[src/rtl/adc_fifo_pkg.sv]
package adc_fifo_pkg;
    localparam int SAMPLE_W = 12;
    localparam int WORD_W   = 16;
    localparam int SHIFT_N  = 4;

    typedef struct packed {
        logic                dreq;
        logic                raw;
        logic                status;
    } irq_out_t;
endpackage

[src/rtl/adc_fifo_fmt.sv]
module adc_fifo_fmt #(
    parameter int SAMPLE_W = 12,
    parameter int WORD_W   = 16,
    parameter int SHIFT_N  = 4
) (
    input  logic [SAMPLE_W-1:0] sample,
    input  logic                err,
    input  logic                tag_en,
    input  logic                shift_en,
    output logic [WORD_W-1:0]   word
);
    logic [SAMPLE_W-1:0] body;

    generate
        if (SHIFT_N > 0) begin : g_shift
            always_comb body = shift_en ? (sample >> SHIFT_N) : sample;
        end else begin : g_noshift
            always_comb body = sample;
        end
    endgenerate

    always_comb begin
        word                 = '0;
        word[SAMPLE_W-1:0]   = body;
        word[WORD_W-1]       = tag_en & err;
    end
endmodule

[src/rtl/adc_fifo_store.sv]
module adc_fifo_store #(
    parameter int DEPTH   = 8,
    parameter int WORD_W  = 16,
    parameter int LEVEL_W = 4
) (
    input  logic               clk,
    input  logic               rst_n,
    input  logic               push,
    input  logic               pop,
    input  logic [WORD_W-1:0]  wdata,
    input  logic               clr_over,
    input  logic               clr_under,
    output logic [WORD_W-1:0]  rdata,
    output logic [LEVEL_W-1:0] level,
    output logic               full,
    output logic               empty,
    output logic               over,
    output logic               under
);
    localparam int PTR_W = (DEPTH > 1) ? $clog2(DEPTH) : 1;
    localparam logic [LEVEL_W-1:0] DEPTH_L = LEVEL_W'(DEPTH);
    localparam logic [PTR_W-1:0]   LAST_P  = PTR_W'(DEPTH - 1);

    typedef struct packed {
        logic [PTR_W-1:0]   wr_ptr;
        logic [PTR_W-1:0]   rd_ptr;
        logic [LEVEL_W-1:0] count;
        logic [WORD_W-1:0]  rdata;
        logic               over;
        logic               under;
    } st_t;

    st_t               st_d, st_q;
    logic [WORD_W-1:0] mem_d [DEPTH];
    logic [WORD_W-1:0] mem_q [DEPTH];
    logic              is_full, is_empty, do_pop, do_push;

    function automatic logic [PTR_W-1:0] adv(input logic [PTR_W-1:0] p);
        return (p == LAST_P) ? '0 : p + 1'b1;
    endfunction

    always_comb begin
        st_d     = st_q;
        mem_d    = mem_q;
        is_full  = (st_q.count == DEPTH_L);
        is_empty = (st_q.count == '0);
        do_pop   = pop && !is_empty;
        do_push  = push && (!is_full || do_pop);

        if (do_pop) begin
            st_d.rdata  = mem_q[st_q.rd_ptr];
            st_d.rd_ptr = adv(st_q.rd_ptr);
        end else if (pop) begin
            st_d.rdata  = '0;
        end

        if (do_push) begin
            mem_d[st_q.wr_ptr] = wdata;
            st_d.wr_ptr        = adv(st_q.wr_ptr);
        end

        case ({do_push, do_pop})
            2'b10:   st_d.count = st_q.count + 1'b1;
            2'b01:   st_d.count = st_q.count - 1'b1;
            default: st_d.count = st_q.count;
        endcase

        if (clr_over)                      st_d.over  = 1'b0;
        if (push && is_full && !do_pop)    st_d.over  = 1'b1;
        if (clr_under)                     st_d.under = 1'b0;
        if (pop && is_empty)               st_d.under = 1'b1;
    end

    always_ff @(posedge clk or negedge rst_n) begin
        if (!rst_n) begin
            st_q <= '0;
        end else begin
            st_q <= st_d;
        end
    end

    generate
        for (genvar i = 0; i < DEPTH; i++) begin : g_mem
            always_ff @(posedge clk or negedge rst_n) begin
                if (!rst_n) mem_q[i] <= '0;
                else        mem_q[i] <= mem_d[i];
            end
        end
    endgenerate

    assign rdata = st_q.rdata;
    assign level = st_q.count;
    assign full  = (st_q.count == DEPTH_L);
    assign empty = (st_q.count == '0);
    assign over  = st_q.over;
    assign under = st_q.under;
endmodule

[src/rtl/adc_fifo_irq.sv]
module adc_fifo_irq #(
    parameter int LEVEL_W = 4
) (
    input  logic [LEVEL_W-1:0] level,
    input  logic [LEVEL_W-1:0] thresh,
    input  logic               dreq_en,
    input  logic               irq_en,
    input  logic               irq_force,
    output adc_fifo_pkg::irq_out_t irq_o
);
    always_comb begin
        irq_o.raw    = (level >= thresh);
        irq_o.dreq   = irq_o.raw & dreq_en;
        irq_o.status = (irq_o.raw & irq_en) | irq_force;
    end
endmodule

[src/rtl/adc_result_fifo.sv]
module adc_result_fifo #(
    parameter int DEPTH    = 8,
    parameter int SAMPLE_W = adc_fifo_pkg::SAMPLE_W,
    parameter int WORD_W   = adc_fifo_pkg::WORD_W,
    parameter int SHIFT_N  = adc_fifo_pkg::SHIFT_N,
    localparam int LEVEL_W = $clog2(DEPTH + 1)
) (
    input  logic                clk,
    input  logic                rst_n,
    input  logic                wr_valid,
    input  logic [SAMPLE_W-1:0] wr_sample,
    input  logic                wr_err,
    input  logic                rd_pop,
    output logic [WORD_W-1:0]   rd_word,
    input  logic                cfg_fifo_en,
    input  logic                cfg_err_tag,
    input  logic                cfg_shift8,
    input  logic                cfg_dreq_en,
    input  logic [LEVEL_W-1:0]  cfg_thresh,
    input  logic                cfg_irq_en,
    input  logic                cfg_irq_force,
    input  logic                clr_over,
    input  logic                clr_under,
    output logic [LEVEL_W-1:0]  level,
    output logic                full,
    output logic                empty,
    output logic                over_flag,
    output logic                under_flag,
    output logic                dreq,
    output logic                irq_raw,
    output logic                irq_status
);
    logic [WORD_W-1:0]       fmt_word;
    logic                    push_req;
    adc_fifo_pkg::irq_out_t  irq_w;

    assign push_req = wr_valid & cfg_fifo_en;

    adc_fifo_fmt #(
        .SAMPLE_W (SAMPLE_W),
        .WORD_W   (WORD_W),
        .SHIFT_N  (SHIFT_N)
    ) u_fmt (
        .sample   (wr_sample),
        .err      (wr_err),
        .tag_en   (cfg_err_tag),
        .shift_en (cfg_shift8),
        .word     (fmt_word)
    );

    adc_fifo_store #(
        .DEPTH   (DEPTH),
        .WORD_W  (WORD_W),
        .LEVEL_W (LEVEL_W)
    ) u_store (
        .clk       (clk),
        .rst_n     (rst_n),
        .push      (push_req),
        .pop       (rd_pop),
        .wdata     (fmt_word),
        .clr_over  (clr_over),
        .clr_under (clr_under),
        .rdata     (rd_word),
        .level     (level),
        .full      (full),
        .empty     (empty),
        .over      (over_flag),
        .under     (under_flag)
    );

    adc_fifo_irq #(
        .LEVEL_W (LEVEL_W)
    ) u_irq (
        .level     (level),
        .thresh    (cfg_thresh),
        .dreq_en   (cfg_dreq_en),
        .irq_en    (cfg_irq_en),
        .irq_force (cfg_irq_force),
        .irq_o     (irq_w)
    );

    assign dreq       = irq_w.dreq;
    assign irq_raw    = irq_w.raw;
    assign irq_status = irq_w.status;
endmodule

[config.mk]
export PLATFORM = sky130hd
export DESIGN_NAME = adc_result_fifo
export DESIGN_NICKNAME = d
export VERILOG_FILES = /design/src/rtl/adc_fifo_pkg.sv /design/src/rtl/adc_fifo_fmt.sv /design/src/rtl/adc_fifo_store.sv /design/src/rtl/adc_fifo_irq.sv /design/src/rtl/adc_result_fifo.sv
export SDC_FILE = /design/constraint.sdc
export NUM_CORES = 1
export LEC_CHECK = 0
export ABC_AREA = 1
export BUFFER_PORTS_ARGS = -buffer_cell sky130_fd_sc_hd__buf_2
export CAP_MARGIN = 20
export CORE_MARGIN = 2
export CORE_UTILIZATION = 25
export DETAILED_ROUTE_END_ITERATION = 8
export PLACE_DENSITY_LB_ADDON = 0.08
export SYNTH_ARGS = -nofsm -noshare
export SYNTH_HDL_FRONTEND = slang
export SYNTH_SLANG_ARGS = --single-unit
[constraint.sdc]
create_clock -name clk -period 1.9 [get_ports clk]
set_input_delay 0.38 -clock clk [delete_from_list [all_inputs] [get_ports clk]]
set_output_delay 0.38 -clock clk [all_outputs]
set_load 0.02 [all_outputs]
==> flow_summary.json <==
{
  "layout_overhead_on_the_synthesized_area_pct": 21.1,
  "die_width_um": 162,
  "p_seq_share_pct": 35.4,
  "crit_slowest_cell": "dfrtp_1",
  "critPathKind": "flop to output pin",
  "crit_buf_inv": 3,
  "violated_checks": "setup timing",
  "arrival_ns": 1.78,
  "grt_most_used_layer": "met2",
  "core.rowCount": 57,
  "finalNonFillerCells": 1131,
  "status": "finished with violations",
  "cts_buffers": 17,
  "die-area_mm2": 0.0263,
  "clkPwrFrac_pct": 24.1,
  "detail_route.first_pass.iterations": 5,
  "pwr-share-comb_pct": 40.5,
  "seq_area_frac_synth_pct": 51.6,
  "use_met2_pct": 22.6,
  "power.share.switching_pct": 39.8,
  "setup_ws_ns": -0.265,
  "path_max_fanout": 6,
  "crit_path_end_kind": "output pin",
  "drtAntennaViolNets": 0,
  "worst_path_dominant_cell_family": "buffers and inverters",
  "cts.reportedPaths.clkPinSlew_ns": 0.06,
  "setup_tns_ns": -0.677,
  "worst_skew_pair.late_latency_ns": 0.42,
  "dieHeight_um": 162,
  "timing.critical_path.required_ns": 1.52,
  "power_per_cell_area_mw_per_mm2": 1710,
  "initial_utilization_pct": 25.6,
  "fmax_ghz": 0.462,
  "place.port_buffers": 52,
  "syn_area_mm2": 0.00626,
  "slowest_delay_ns": 0.34,
  "timing.final.crit_share_pct": 114,
  "final_net_count": 834,
  "switching_power_w": 0.00517,
  "routed-via-count": 5199,
  "cts_tree": "built",
  "postSynthAreaPerCell_um2": 8.42,
  "antenna_violations_before_repair": 0,
  "cts_buffer_depth": 2,
  "overflow": 0,
  "finalWorstPathRequiredPeriod_ns": 2.16,
  "core_region_area_mm2": 0.0245,
  "timing.clock.skew_ns": 0.00562,
  "clock_sinks": 129,
  "finalHoldViolCount": 0,
  "grt_util_met3_pct": 2.91,
  "pre_cts_ws_ns": -0.0398,
  "final_layout_size_suffix_gt1_share_pct": 20.3,
  "vdd_ir_drop_max_mv": 0.518,
  "io_pins": 56,
  "synth.lib_cells_used.distinct": 30,
  "placed_cells_incl_taps": 1093,
  "grt_pass1_vias": 5124,
  "wl_per_cell_um": 16.4,
  "p_leak_nw": 3.62,
  "drt_iter0_markers": 358,
  "antenna-diode-count": 0,
  "drc": 0,
  "wire_length_of_the_first_global_routing_pass_um": 29400,
  "final-max-slew-violation-count": 0,
  "syn-instance-count": 743,
  "maxCapViolations": 0,
  "ys_ff_latch": 129,
  "startpoint_class": "flop",
  "cts_max_level": 4,
  "worst_path_cell_chain": "buf_4 > inv_1 > ha_1 > nand4_1 > nand3_2 > a21o_1 > buf_6",
  "gp_congestion": 0.752,
  "grt.met1_usage_pct": 21.2,
  "cellInternalPower_w": 0.00783,
  "drt-vias-per-instance": 4.60,
  "ys.warnings.count": 0,
  "wirelength_um": 18500,
  "dp_hpwl_um": 11600,
  "grt_start_max_net_pins": 60,
  "clockRootBuffer": "clkbuf_16",
  "grt_setup_unrepaired": "yes",
  "setup_violations": 4,
  "hold_path.class": "primary input to flop",
  "global_route_usage_over_all_layers_pct": 14.8
}
-- power by group through the flow --
stage | sequential [W] | clock (W) | combinational (W)
final | 0.00460 | 0.00313 | 0.00527
after floorplan | 0.00450 | 0 | 0.00365
after global routing | 0.00475 | 0.00333 | 0.00600
after detailed placement | 0.00462 | 0 | 0.00499
after CTS | 0.00459 | 0.00321 | 0.00515
after global placement | 0.00458 | 0 | 0.00493
-- synthesized netlist by cell type --
library cell / count / area [um2]
nor2_2: 1 / 6.26
nand4_1: 1 / 6.26
o21bai_1: 1 / 7.51
inv_1: 26 / 97.6
buf_4: 21 / 158
nor4_1: 1 / 6.26
o21ai_1: 38 / 190
nor2_1: 115 / 432
nand2_1: 157 / 589
o21ai_2: 14 / 123
nand2_4: 4 / 45.0
nand4_2: 1 / 12.5
o21ai_0: 113 / 566
a21oi_1: 2 / 10.0
inv_4: 1 / 6.26
nor3_1: 1 / 5.00
dfrtp_1: 129 / 3230
conb_1: 1 / 3.75
ha_1: 11 / 138
nand2_2: 5 / 31.3
buf_6: 8 / 90.1
xnor2_1: 2 / 17.5
clkinv_1: 1 / 3.75
a21o_1: 1 / 7.51
buf_12: 1 / 20.0
clkbuf_1: 15 / 56.3
o22ai_1: 3 / 18.8
nand3_1: 47 / 235
buf_2: 14 / 70.1
mux2i_1: 8 / 80.1
-- kinds of logic after synthesis --
family / after synthesis / share of synthesized area (%)
flops: 129 / 51.6
other cells: 1 / 0.0599
simple gates: 333 / 21.9
compound gates: 172 / 14.7
xor+xnor: 2 / 0.280
mux: 8 / 1.28
fa+ha+maj: 11 / 2.20
buf+inv: 87 / 8.02
-- cell usage in the layout (no fill, tap or decap), types with 2 or more instances in the layout --
cell / instances
buf_12: 4
buf_2: 47
buf_4: 33
buf_6: 4
bufinv_16: 2
clkbuf_1: 2
clkbuf_16: 17
clkinv_2: 9
clkinvlp_4: 2
conb_1: 3
dfrtp_1: 128
ha_1: 7
ha_4: 4
inv_1: 22
inv_2: 4
mux2i_1: 8
nand2_1: 153
nand2_2: 8
nand2_4: 5
nand3_1: 45
nand3_2: 2
nor2_1: 115
o21ai_0: 112
o21ai_1: 39
o21ai_2: 14
o22ai_1: 2
xnor2_1: 2
-- worst paths after layout --
check	endpoint	startpoint	depth (start not counted)	slack, ns
min in group asynchronous	u_store.mem_q[121]	rst_n	2	0.39
worst min register to register	u_store.rdata[5]	u_store.rdata[5]	2	0.47
worst min-delay path	u_store.under	clr_under	2	0.16
max in group asynchronous	u_store.mem_q[41]	rst_n	3	0.89
worst max register to register	u_store.level[2]	u_store.level[0]	13	0.07
worst max-delay path	irq_status	u_store.level[0]	7	-0.26
-- routing by layer --
| metal | up-vias | routed length (um) |
|---|---|---|
| li1 | 2519 | - |
| met1 | 2534 | 9230 |
| met2 | 130 | 8210 |
| met3 | 16 | 867 |
| met4 | 0 | 219 |
| met5 | - | 0 |
-- final cells by class --
cell class	instances	area (um2)
sequential	129	3230
multi-input combinational	529	2670
clock buffer	19	433
tap	324	405
inverter	28	108
fill	2620	16900
clock inverter	13	120
timing repair buffer	89	618
-- state kept, by name, indices dropped and copies added, names as in the netlist --
signal,cells
u_store.st_q,6
u_store.rdata,13
u_store.level,4
u_store.under,1
u_store.over,1
u_store.mem_q,104
-- metrics by stage --
step                cell area (um2)  util (%)  power (W)  hold slack [ns]
CTS                            7480      30.6     0.0130            0.142
finish                         7580      31.0     0.0130            0.156
global route                   7580      31.0     0.0141            0.154
global placement               6820      27.9    0.00951            0.283
detailed placement             6820      27.9    0.00961            0.282
floorplan                      6270         -    0.00815           0.0844
-- repair_timing --
| item | 4_1_cts | 5_1_grt |
|---|---|---|
| hold buffers | 1 | 0 |
| buffers inserted | 3 | 3 |
| endpoints found under the hold margin | 16 | 0 |
| gates resized for setup | 15 | 21 |
| pin swaps | 3 | 9 |
| endpoints found under the setup margin | 4 | 6 |
(Power assumes the default switching activity.)
